### src/rtl/vcfg_pkg.sv
// Package: shared encodings for the vector configuration unit.
// Assumes standard 32-bit instruction encoding with the major opcode in bits 6:0.
package vcfg_pkg;
    localparam logic [6:0] OPC_VCFG   = 7'b1010111;
    localparam logic [2:0] F3_VCFG    = 3'b111;
    localparam logic [6:0] F7_REGFORM = 7'b1000000;
    localparam int         STATUS_W   = 9;

    typedef enum logic [1:0] {
        CFG_NONE = 2'd0,
        CFG_IMM  = 2'd1,
        CFG_REG  = 2'd2
    } cfg_kind_e;
endpackage

### src/rtl/vcfg_decode.sv
// Module: vcfg_decode
// Recognises the two configuration forms and splits out their fields.
// Assumes instr is stable for the whole cycle in which instr_valid is high.
module vcfg_decode
    import vcfg_pkg::*;
(
    input  logic        instr_valid,
    input  logic [31:0] instr,
    output cfg_kind_e   kind,
    output logic [4:0]  rs1_idx,
    output logic [4:0]  rd_idx,
    output logic [10:0] imm_vtype
);
    // Match opcode and funct3, then split the forms on the top bits
    always_comb begin
        kind = CFG_NONE;
        if (instr_valid && instr[6:0] == OPC_VCFG && instr[14:12] == F3_VCFG) begin
            if (!instr[31])
                kind = CFG_IMM;
            else if (instr[31:25] == F7_REGFORM)
                kind = CFG_REG;
        end
    end

    // Field extraction, independent of the match result
    always_comb begin
        rs1_idx   = instr[19:15];
        rd_idx    = instr[11:7];
        imm_vtype = instr[30:20];
    end
endmodule

### src/rtl/vcfg_vlmax.sv
// Module: vcfg_vlmax
// Maximum vector length for one element width and grouping code.
// Assumes vsew + 3 >= vlmul, which always holds for a 3-bit vsew and a 2-bit vlmul.
module vcfg_vlmax #(
    parameter int XLEN = 32,
    parameter int VLEN = 128
) (
    input  logic [2:0]      vsew,
    input  logic [1:0]      vlmul,
    output logic [XLEN-1:0] vlmax
);
    localparam logic [XLEN-1:0] VLEN_W = XLEN'(VLEN);

    logic [4:0] shamt;

    // One right shift replaces the scaled divide
    always_comb begin
        shamt = 5'(vsew) + 5'd3 - 5'(vlmul);
        vlmax = VLEN_W >> shamt;
    end
endmodule

### src/rtl/vcfg_grant.sv
// Module: vcfg_grant
// Checks a requested type for legality and computes the granted length and next vtype.
// Assumes vlmax was derived from the same requested type.
module vcfg_grant #(
    parameter int XLEN    = 32,
    parameter int ELEN    = 64,
    parameter int AVL_INF = 512
) (
    input  logic [XLEN-1:0] req_vtype,
    input  logic            rs1_is_x0,
    input  logic [XLEN-1:0] rs1_val,
    input  logic [XLEN-1:0] vlmax,
    output logic            illegal,
    output logic [XLEN-1:0] grant_vl,
    output logic [XLEN-1:0] next_vtype
);
    localparam int              ILL_BIT = XLEN - 2;
    localparam logic [XLEN-1:0] ILL_VTYPE = XLEN'(1) << ILL_BIT;

    logic            sew_too_wide;
    logic [XLEN-1:0] avl;

    // Collect every cause that makes the type illegal
    always_comb begin
        sew_too_wide = (32'd8 << req_vtype[4:2]) > 32'(ELEN);
        illegal = sew_too_wide
                | req_vtype[ILL_BIT]
                | (|req_vtype[6:5])
                | (|req_vtype[XLEN-3:7])
                | req_vtype[XLEN-1];
    end

    // Clamp the requested length and choose the next type
    always_comb begin
        avl = rs1_is_x0 ? XLEN'(AVL_INF) : rs1_val;
        if (illegal) begin
            grant_vl   = '0;
            next_vtype = ILL_VTYPE;
        end else begin
            grant_vl   = (avl < vlmax) ? avl : vlmax;
            next_vtype = req_vtype;
        end
    end
endmodule

### src/rtl/vcfg_status.sv
// Module: vcfg_status
// Packs the current configuration into the status word for downstream decode.
// Assumes vlmax_cur was derived from the stored vtype.
module vcfg_status
    import vcfg_pkg::*;
#(
    parameter int XLEN = 32
) (
    input  logic                vec_en,
    input  logic                ill_q,
    input  logic [2:0]          vsew_q,
    input  logic [1:0]          vlmul_q,
    input  logic [XLEN-1:0]     vl_q,
    input  logic [XLEN-1:0]     vstart_q,
    input  logic [XLEN-1:0]     vlmax_cur,
    output logic [STATUS_W-1:0] status
);
    logic full;

    // Full flag, then the packed word or the disabled pattern
    always_comb begin
        full = (vstart_q == '0) && (vl_q == vlmax_cur);
        if (!vec_en)
            status = STATUS_W'(9'h100);
        else
            status = {ill_q, vsew_q, vlmul_q, full, 2'b00};
    end
endmodule

### src/rtl/vcfg_unit.sv
// Module: vcfg_unit (top)
// Executes the vector configuration instructions in one cycle and holds vl, vtype and vstart.
// Assumes the register file discards writes to x0 and acts on rd_we in the same cycle.
module vcfg_unit
    import vcfg_pkg::*;
#(
    parameter int XLEN    = 32,
    parameter int VLEN    = 128,
    parameter int ELEN    = 64,
    parameter int AVL_INF = 512
) (
    input  logic                clk,
    input  logic                rst_n,
    input  logic                vec_en,
    input  logic                instr_valid,
    input  logic [31:0]         instr,
    input  logic [XLEN-1:0]     rs1_val,
    input  logic [XLEN-1:0]     rs2_val,
    output logic                rd_we,
    output logic [4:0]          rd_idx,
    output logic [XLEN-1:0]     rd_data,
    output logic [XLEN-1:0]     vl,
    output logic [XLEN-1:0]     vtype,
    output logic [XLEN-1:0]     vstart,
    output logic                flush_req,
    output logic [STATUS_W-1:0] status
);
    localparam int              ILL_BIT   = XLEN - 2;
    localparam logic [XLEN-1:0] ILL_VTYPE = XLEN'(1) << ILL_BIT;

    cfg_kind_e       kind;
    logic [4:0]      rs1_idx;
    logic [10:0]     imm_vtype;
    logic [XLEN-1:0] req_vtype;
    logic [XLEN-1:0] vlmax_req;
    logic [XLEN-1:0] vlmax_cur;
    logic            illegal;
    logic [XLEN-1:0] grant_vl;
    logic [XLEN-1:0] next_vtype;
    logic            cfg_acc;
    logic [XLEN-1:0] vl_q, vtype_q, vstart_q;
    logic            flush_q;

    vcfg_decode u_dec (
        .instr_valid (instr_valid),
        .instr       (instr),
        .kind        (kind),
        .rs1_idx     (rs1_idx),
        .rd_idx      (rd_idx),
        .imm_vtype   (imm_vtype)
    );

    // Requested type comes from the immediate or from rs2
    always_comb begin
        req_vtype = (kind == CFG_REG) ? rs2_val : XLEN'(imm_vtype);
        cfg_acc   = (kind != CFG_NONE);
    end

    vcfg_vlmax #(.XLEN(XLEN), .VLEN(VLEN)) u_vlmax_req (
        .vsew  (req_vtype[4:2]),
        .vlmul (req_vtype[1:0]),
        .vlmax (vlmax_req)
    );

    vcfg_grant #(.XLEN(XLEN), .ELEN(ELEN), .AVL_INF(AVL_INF)) u_grant (
        .req_vtype  (req_vtype),
        .rs1_is_x0  (rs1_idx == 5'd0),
        .rs1_val    (rs1_val),
        .vlmax      (vlmax_req),
        .illegal    (illegal),
        .grant_vl   (grant_vl),
        .next_vtype (next_vtype)
    );

    // Same-cycle destination write of the granted length
    always_comb begin
        rd_we   = cfg_acc;
        rd_data = grant_vl;
    end

    // Architectural configuration registers
    always_ff @(posedge clk) begin
        if (!rst_n) begin
            vtype_q  <= ILL_VTYPE;
            vl_q     <= '0;
            vstart_q <= '0;
        end else if (cfg_acc) begin
            vtype_q  <= next_vtype;
            vl_q     <= grant_vl;
            vstart_q <= '0;
        end
    end

    // One-cycle flush after the register-sourced form only
    always_ff @(posedge clk) begin
        if (!rst_n)
            flush_q <= 1'b0;
        else
            flush_q <= (kind == CFG_REG);
    end

    vcfg_vlmax #(.XLEN(XLEN), .VLEN(VLEN)) u_vlmax_cur (
        .vsew  (vtype_q[4:2]),
        .vlmul (vtype_q[1:0]),
        .vlmax (vlmax_cur)
    );

    vcfg_status #(.XLEN(XLEN)) u_status (
        .vec_en    (vec_en),
        .ill_q     (vtype_q[ILL_BIT]),
        .vsew_q    (vtype_q[4:2]),
        .vlmul_q   (vtype_q[1:0]),
        .vl_q      (vl_q),
        .vstart_q  (vstart_q),
        .vlmax_cur (vlmax_cur),
        .status    (status)
    );

    always_comb begin
        vl        = vl_q;
        vtype     = vtype_q;
        vstart    = vstart_q;
        flush_req = flush_q;
    end

    // a legal stored type never carries a length above its maximum
    assert_vl_bound_R3: assert property (@(posedge clk) disable iff (!rst_n)
        !vtype_q[ILL_BIT] |-> (vl_q <= vlmax_cur));

    // the illegal state is the single canonical pattern with zero length
    assert_ill_canon_R5: assert property (@(posedge clk) disable iff (!rst_n)
        vtype_q[ILL_BIT] |-> (vl_q == '0 && vtype_q == ILL_VTYPE));

    // the value written to rd is the length held afterwards
    assert_rd_is_vl_R4: assert property (@(posedge clk) disable iff (!rst_n)
        cfg_acc |=> (vl_q == $past(rd_data)));

    // the immediate form never requests a flush
    assert_imm_noflush_R7: assert property (@(posedge clk) disable iff (!rst_n)
        (kind == CFG_IMM) |=> !flush_req);

    // with nothing accepted, configuration state holds
    assert_hold_R10: assert property (@(posedge clk) disable iff (!rst_n)
        !cfg_acc |=> ($stable(vl_q) && $stable(vtype_q) && $stable(vstart_q)));
endmodule

### config.mk
export PLATFORM = sky130hd
export DESIGN_NAME = vcfg_unit
export DESIGN_NICKNAME = d
export VERILOG_FILES = /design/src/rtl/vcfg_pkg.sv /design/src/rtl/vcfg_decode.sv /design/src/rtl/vcfg_vlmax.sv /design/src/rtl/vcfg_grant.sv /design/src/rtl/vcfg_status.sv /design/src/rtl/vcfg_unit.sv
export SDC_FILE = /design/constraint.sdc
export NUM_CORES = 1
export LEC_CHECK = 0
export BUFFER_PORTS_ARGS = -buffer_cell sky130_fd_sc_hd__buf_4
export CORE_MARGIN = 8
export CORE_UTILIZATION = 46
export CTS_CLUSTER_DIAMETER = 40
export DETAILED_ROUTE_END_ITERATION = 7
export GPL_TIMING_DRIVEN = 0
export PLACE_DENSITY = 0.76
export SYNTH_ARGS = -nofsm -noshare
export SYNTH_HDL_FRONTEND = slang
export SYNTH_HIERARCHICAL = 1
export SYNTH_SLANG_ARGS = --single-unit
### constraint.sdc
create_clock -name clk -period 5.9 [get_ports clk]
set_clock_uncertainty 0.2 [all_clocks]
set_input_delay 0.885 -clock clk [delete_from_list [all_inputs] [get_ports clk]]
set_output_delay 0.885 -clock clk [all_outputs]
set_load 0.02 [all_outputs]
# After elaboration in Yosys (flattened, before gate mapping)
# Index checks and enable logic that the tools add are counted.
# word_totals
input_bits	100
ff_bits	65
wordCells	36
# classes
n_reduce_logical	6
bitwise_logic	4
add_sub_neg	4
n_eq_ne	5
magnitude_cmp	2
shifts	3
n_mux	9
# ops
cell	count
2-to-1 mux 32 bit	5
right shift 8 x 5 -> 32 bit, first input constant	2
equality test 32 bit	1
greater-than comparator 32 x 7 -> 1 bit, second input constant	1
less-than comparator 32 bit	1
<< shifter 4 x 3 -> 32 bit, first input constant	1
OR reduction 23 bit	1
equality test 7 bit, second input constant	2
subtractor 5 x 2 -> 5 bit	2
2-to-1 mux 9 bit	1
adder 3 x 2 -> 4 bit, second input constant	2
2-to-1 mux 2 bit	3
zero test 5 bit	1
bitwise OR 1 bit	4
equality test 3 bit, second input constant	1
equality test 2 bit, second input constant	1
logical AND 1 bit	2
nonzero test 2 bit	1
OR reduction 2 bit	1

# Longest topological paths before layout
# logic_depth
ltp_word	13
depth_mapped	23
ltp_nobuf	21

# Modules after synthesis
# The synthesis kept the hierarchy.
# modules_own_cells
module	seq_area_each_um2	area_per_inst_um2	cells_each	instances
vcfg_unit	1301.2	3144.3	366	1
vcfg_grant	0.0	1884.3	300	1
vcfg_vlmax	0.0	335.3	48	2
vcfg_status	0.0	480.5	64	1
vcfg_decode	0.0	215.2	30	1

# Least setup slack after synthesis
# No wires, ideal clock.
# synth_timing
kind	input-to-output
from	in instr[5]
to	out rd_data[0]
setup_slack_ns	-0.767
path_buffers	2
t_arrival_ns	5.582
cell_stages	20
required_time_ns	4.815
cell_sequence	nand4b_1 or4_4 nor2_2 nor2b_1 buf_6 buf_6 mux2_4 ha_1 nand2_1 fa_1 or3b_1 nor2_1 inv_1 ha_1 o211ai_1 a31oi_1 o2111a_2 o31a_1 or3_1 a21oi_1
# synth_via
elab_cells_between_ends	20
classes_between	add/sub (2); order compare (2); eq/ne (2); shift (2); mux (4); bitwise (4); reduce/logical (4)
# synth_lines
item	line_no	source
start: declaration	vcfg_unit.sv:16	input logic [31:0] instr,
equality test 7 bit	vcfg_decode.sv:17	if (instr_valid && instr[6:0] == OPC_VCFG && instr[14:12] == F3_VCFG) begin
logical AND 1 bit (2 in a row)	vcfg_decode.sv:17	
2-to-1 mux 2 bit	vcfg_decode.sv:17	
net kind[1]	vcfg_unit.sv:31	cfg_kind_e kind;
equality test 2 bit	vcfg_unit.sv:55	req_vtype = (kind == CFG_REG) ? rs2_val : XLEN'(imm_vtype);
2-to-1 mux 32 bit	vcfg_unit.sv:55	
net req_vtype[3]	vcfg_unit.sv:34	logic [XLEN-1:0] req_vtype;
adder 3 x 2 -> 4 bit	vcfg_vlmax.sv:18	shamt = 5'(vsew) + 5'd3 - 5'(vlmul);
subtractor 5 x 2 -> 5 bit	vcfg_vlmax.sv:18	
right shift 8 x 5 -> 32 bit	vcfg_vlmax.sv:19	vlmax = VLEN_W >> shamt;
net vlmax_req[1]	vcfg_unit.sv:35	logic [XLEN-1:0] vlmax_req;
less-than comparator 32 bit	vcfg_grant.sv:40	grant_vl = (avl < vlmax) ? avl : vlmax;
2-to-1 mux 32 bit	vcfg_grant.sv:40	
2-to-1 mux 32 bit	vcfg_grant.sv:36	if (illegal) begin
end: declaration	vcfg_unit.sv:21	output logic [XLEN-1:0] rd_data,
# The timed path passes the listed nets, and every way through them passes these cells.

# Worst setup path after layout
# layout_timing
from	in instr[5]
to	out rd_data[17]
# The elaborated chain is that of the path after synthesis.

==> flow_metrics.env <==
export IMPL_synth_compound_area_share_pct=20.8
export IMPL_hold_start="vtype[26]$_SDFFE_PN0P_"
export IMPL_drcViolationCount=0
export IMPL_drv_slew=0
export IMPL_cts_root_buf="clkbuf_16"
export IMPL_start_kind="primary input"
export IMPL_grt_max_degree=12
export IMPL_arrival_ps=5740
export IMPL_vdd_drop_max_v=0.000135
export IMPL_std_cell_rows=43
export IMPL_synth_fa_ha_area_share_pct=7.87
export IMPL_hold_viol_final=0
export IMPL_netlist_instances=856
export IMPL_worst_slack_ps=-921
export IMPL_hold_path_class="reg2reg"
export IMPL_crit_start="instr[5]"
export IMPL_layout_nets=1390
export IMPL_grt_pass1_wl_microns=34500
export IMPL_antenna_found_initial=0
export IMPL_vias=7144
export IMPL_coreArea_sq_mm=0.0137
export IMPL_cts_tree="yes"
export IMPL_die_w_microns=134
export IMPL_synth_simple_area_share_pct=20.4
export IMPL_r2r_end="vtype[0]$_SDFFE_PN0P_"
export IMPL_ant_nets=0
export IMPL_avgSynthCellArea_sq_um=7.47
export IMPL_synth_edf_count=0
export IMPL_dr_pass1_iters=5
export IMPL_clk_path_buf_depth=2
export IMPL_fin_crit_ps=6820
export IMPL_fin_tns_setup_ps=-27830
export IMPL_drive_gt1_share_pct=43.6
export IMPL_area_growth_pct=62.3
export IMPL_violations="negative setup slack"
export IMPL_mostFrequentLayoutCell="buf_4"
export IMPL_p_per_area_mw_per_mm2=130
export IMPL_grt_usage_pct=23.6
export IMPL_synth_area_sq_mm=0.00639
export IMPL_grt_pass1_vias=6723
export IMPL_critPathCaptureType="output port"
export IMPL_num_antenna_cells=0
export IMPL_holdBufCountCts=0
export IMPL_cp_required_ps=4820
export IMPL_drv_cap=0
export IMPL_r2r_setup_slack_ps=4900
export IMPL_p_total_w=0.00135
export IMPL_slew_headroom_pct=12.7
export IMPL_synth_top_family_by_area="buffers and inverters"
export IMPL_yosysSeqAreaShare_pct=20.3
export IMPL_p_leak_nw=4.72
export IMPL_gp_congestion=0.878
export IMPL_outcome="complete, but fails checks"
export IMPL_path_max_fanout=5
export IMPL_period_share_pct=116
export IMPL_ff2ff_path_depth=2
export IMPL_portBuffers=193
export IMPL_final_cell_mix="buf_4, conb_1, nand2_1"
export IMPL_hpwlAfterDp_microns=17100
export IMPL_die_area_sq_mm=0.0179
export IMPL_h_tree_depth=3
export IMPL_crit_end="rd_data[17]"
export IMPL_clock_latency_ps=330
export IMPL_io_pins=244
export IMPL_numCtsBuffers=9
export IMPL_clk_pin_slew_ps=60
export IMPL_synthFlopType="dfxtp_1"
export IMPL_grt_overflow_total=0
export IMPL_path_class="in2out"
export IMPL_ys_warn_count=6
export IMPL_ys_types=52
export IMPL_vias_per_cell=4.97
export IMPL_wl_microns=24400
export IMPL_muxShareOfSynthArea_pct=2.41
export IMPL_rsz0062_at_grt="true"
export IMPL_drt_iter0_drc=496
export IMPL_cts_sinks=65
export IMPL_worst_slew_pin_slew_ps=1310
export IMPL_synth_xor_area_share_pct=4.93
export IMPL_start_util_pct=46.6
export IMPL_dieHeight_microns=134
export IMPL_ys_ff_latch=65
export IMPL_setup_viol=34
export IMPL_reg2reg_from="vtype[0]$_SDFFE_PN0P_"
export IMPL_wl_per_cell_microns=17.0
export IMPL_fmax_mhz=147
export IMPL_synth_async_sr_flop_share_pct=0
==> per-stage QoR <==
stage                     util (%)  instances  hold slack, ps  setup WS, ps  area (sq um)
after global routing          75.6       1436             270         -1030         10400
after floorplan                  -        992             326          -583          7290
after detailed placement      65.3       1365             241         -1310          8960
final                         75.6       1436             251          -921         10400
after CTS                     71.1       1409             256          -946          9760
after global placement        65.3       1365             238         -1240          8960
==> cells in the mapped netlist (2+ instances only) <==
cell / number / area share [%]
clkbuf_2: 8 / 0.63
nand3_1: 36 / 2.8
ha_1: 37 / 7.2
o21ai_1: 54 / 4.2
fa_1: 2 / 0.63
clkbuf_1: 14 / 0.82
nand3b_1: 2 / 0.23
o21a_1: 2 / 0.23
o211ai_1: 65 / 7.6
inv_1: 46 / 2.7
nand4b_1: 3 / 0.41
and2_1: 27 / 2.6
nor2b_1: 30 / 2.9
or4_1: 2 / 0.23
buf_4: 132 / 15
xnor2_1: 29 / 4.0
buf_2: 23 / 1.8
xor2_1: 7 / 0.96
nand4_1: 16 / 1.6
conb_1: 5 / 0.29
a21o_1: 4 / 0.47
a21oi_1: 40 / 3.1
mux2_4: 8 / 1.9
buf_6: 8 / 1.4
mux2_2: 3 / 0.53
nand2_1: 73 / 4.3
nand2b_1: 2 / 0.20
nor4b_1: 2 / 0.27
buf_1: 2 / 0.12
a221oi_2: 2 / 0.47
nor2_1: 20 / 1.2
nor4_1: 15 / 1.5
or3b_1: 2 / 0.27
dfxtp_1: 65 / 20
o21ai_0: 45 / 3.5
nor3_1: 9 / 0.70
==> cell families (layout without fill, tap and decap cells) <==
logic type,after synthesis,count (layout)
adder cells (fa/ha/maj),39,39
XOR/XNOR,36,36
other,5,141
AO/OA/AOI/OAI,219,219
buffers and inverters,233,497
flip-flops,65,65
multiplexers,11,11
AND/OR/NAND/NOR,248,248
==> power breakdown <==
group / internal (W) / switching (W) / leakage (nW)
Combinational: 0.000198 / 0.000234 / 4.07
Clock: 0.000281 / 0.000198 / 0.128
Sequential: 0.000439 / 0.0000000245 / 0.523
Total: 0.000918 / 0.000432 / 4.72
==> metal layers <==
metal / vias up / share of wire, % / track usage (%)
met5: - / 0 / 0
met4: 0 / 3.7 / 8.48
met3: 72 / 6.7 / 4.53
met2: 304 / 51 / 42.3
met1: 3286 / 39 / 27.2
li1: 3482 / - / -
==> repair_timing <==
action | 4_1_cts | 5_1_grt
endpoints found under the setup margin | 63 | 64
pin swaps | 20 | 31
gates cloned | 3 | 0
gates resized for setup | 75 | 79
buffers inserted | 25 | 27
endpoints found under the hold margin | 0 | 0
==> flip-flops by register name (all words and copies together) (netlist names) <==
signal     cells
vl            32
vtype         32
flush_req      1
==> layout make-up <==
type | instances | area [sq um]
fillers | 1014 | 3340
repair buffers | 248 | 2050
well taps | 180 | 225
flip-flops and latches | 65 | 1300
clock buffers | 10 | 229
inverters | 46 | 173
clock inverters | 6 | 35.0
multi-input cells | 694 | 5030
plain buffers | 187 | 1340
==> how the worst min path moves through the flow <==
stage / endpoint / slack [ps] / cells past startpoint
5_1_grt: vtype[21]$_SDFFE_PN0P_ / 270 / 2
6_report: vtype[26]$_SDFFE_PN0P_ / 250 / 2
4_1_cts: vtype[25]$_SDFFE_PN0P_ / 260 / 2
3_3_place_gp: vtype[27]$_SDFFE_PN0P_ / 240 / 2
3_5_place_dp: vtype[11]$_SDFFE_PN0P_ / 240 / 2
2_1_floorplan: vtype[10]$_SDFFE_PN0P_ / 330 / 2
==> critical path, stage by stage <==
cell,delay [ps]
buf_6,90
nand4b_1,160
or4_4,570
nor2_4,110
nor2b_4,140
buf_6,120
buf_12,100
mux2_4,320
ha_4,280
nand2_2,50
fa_2,580
nand3b_1,190
nor2_2,190
inv_1,110
ha_4,230
and3_4,180
a221oi_4,310
nor3_4,70
o31ai_4,250
buf_6,190
buf_8,160
nand3_4,90
a21oi_4,210
buf_6,150
Power figures use the tool's default switching activity.
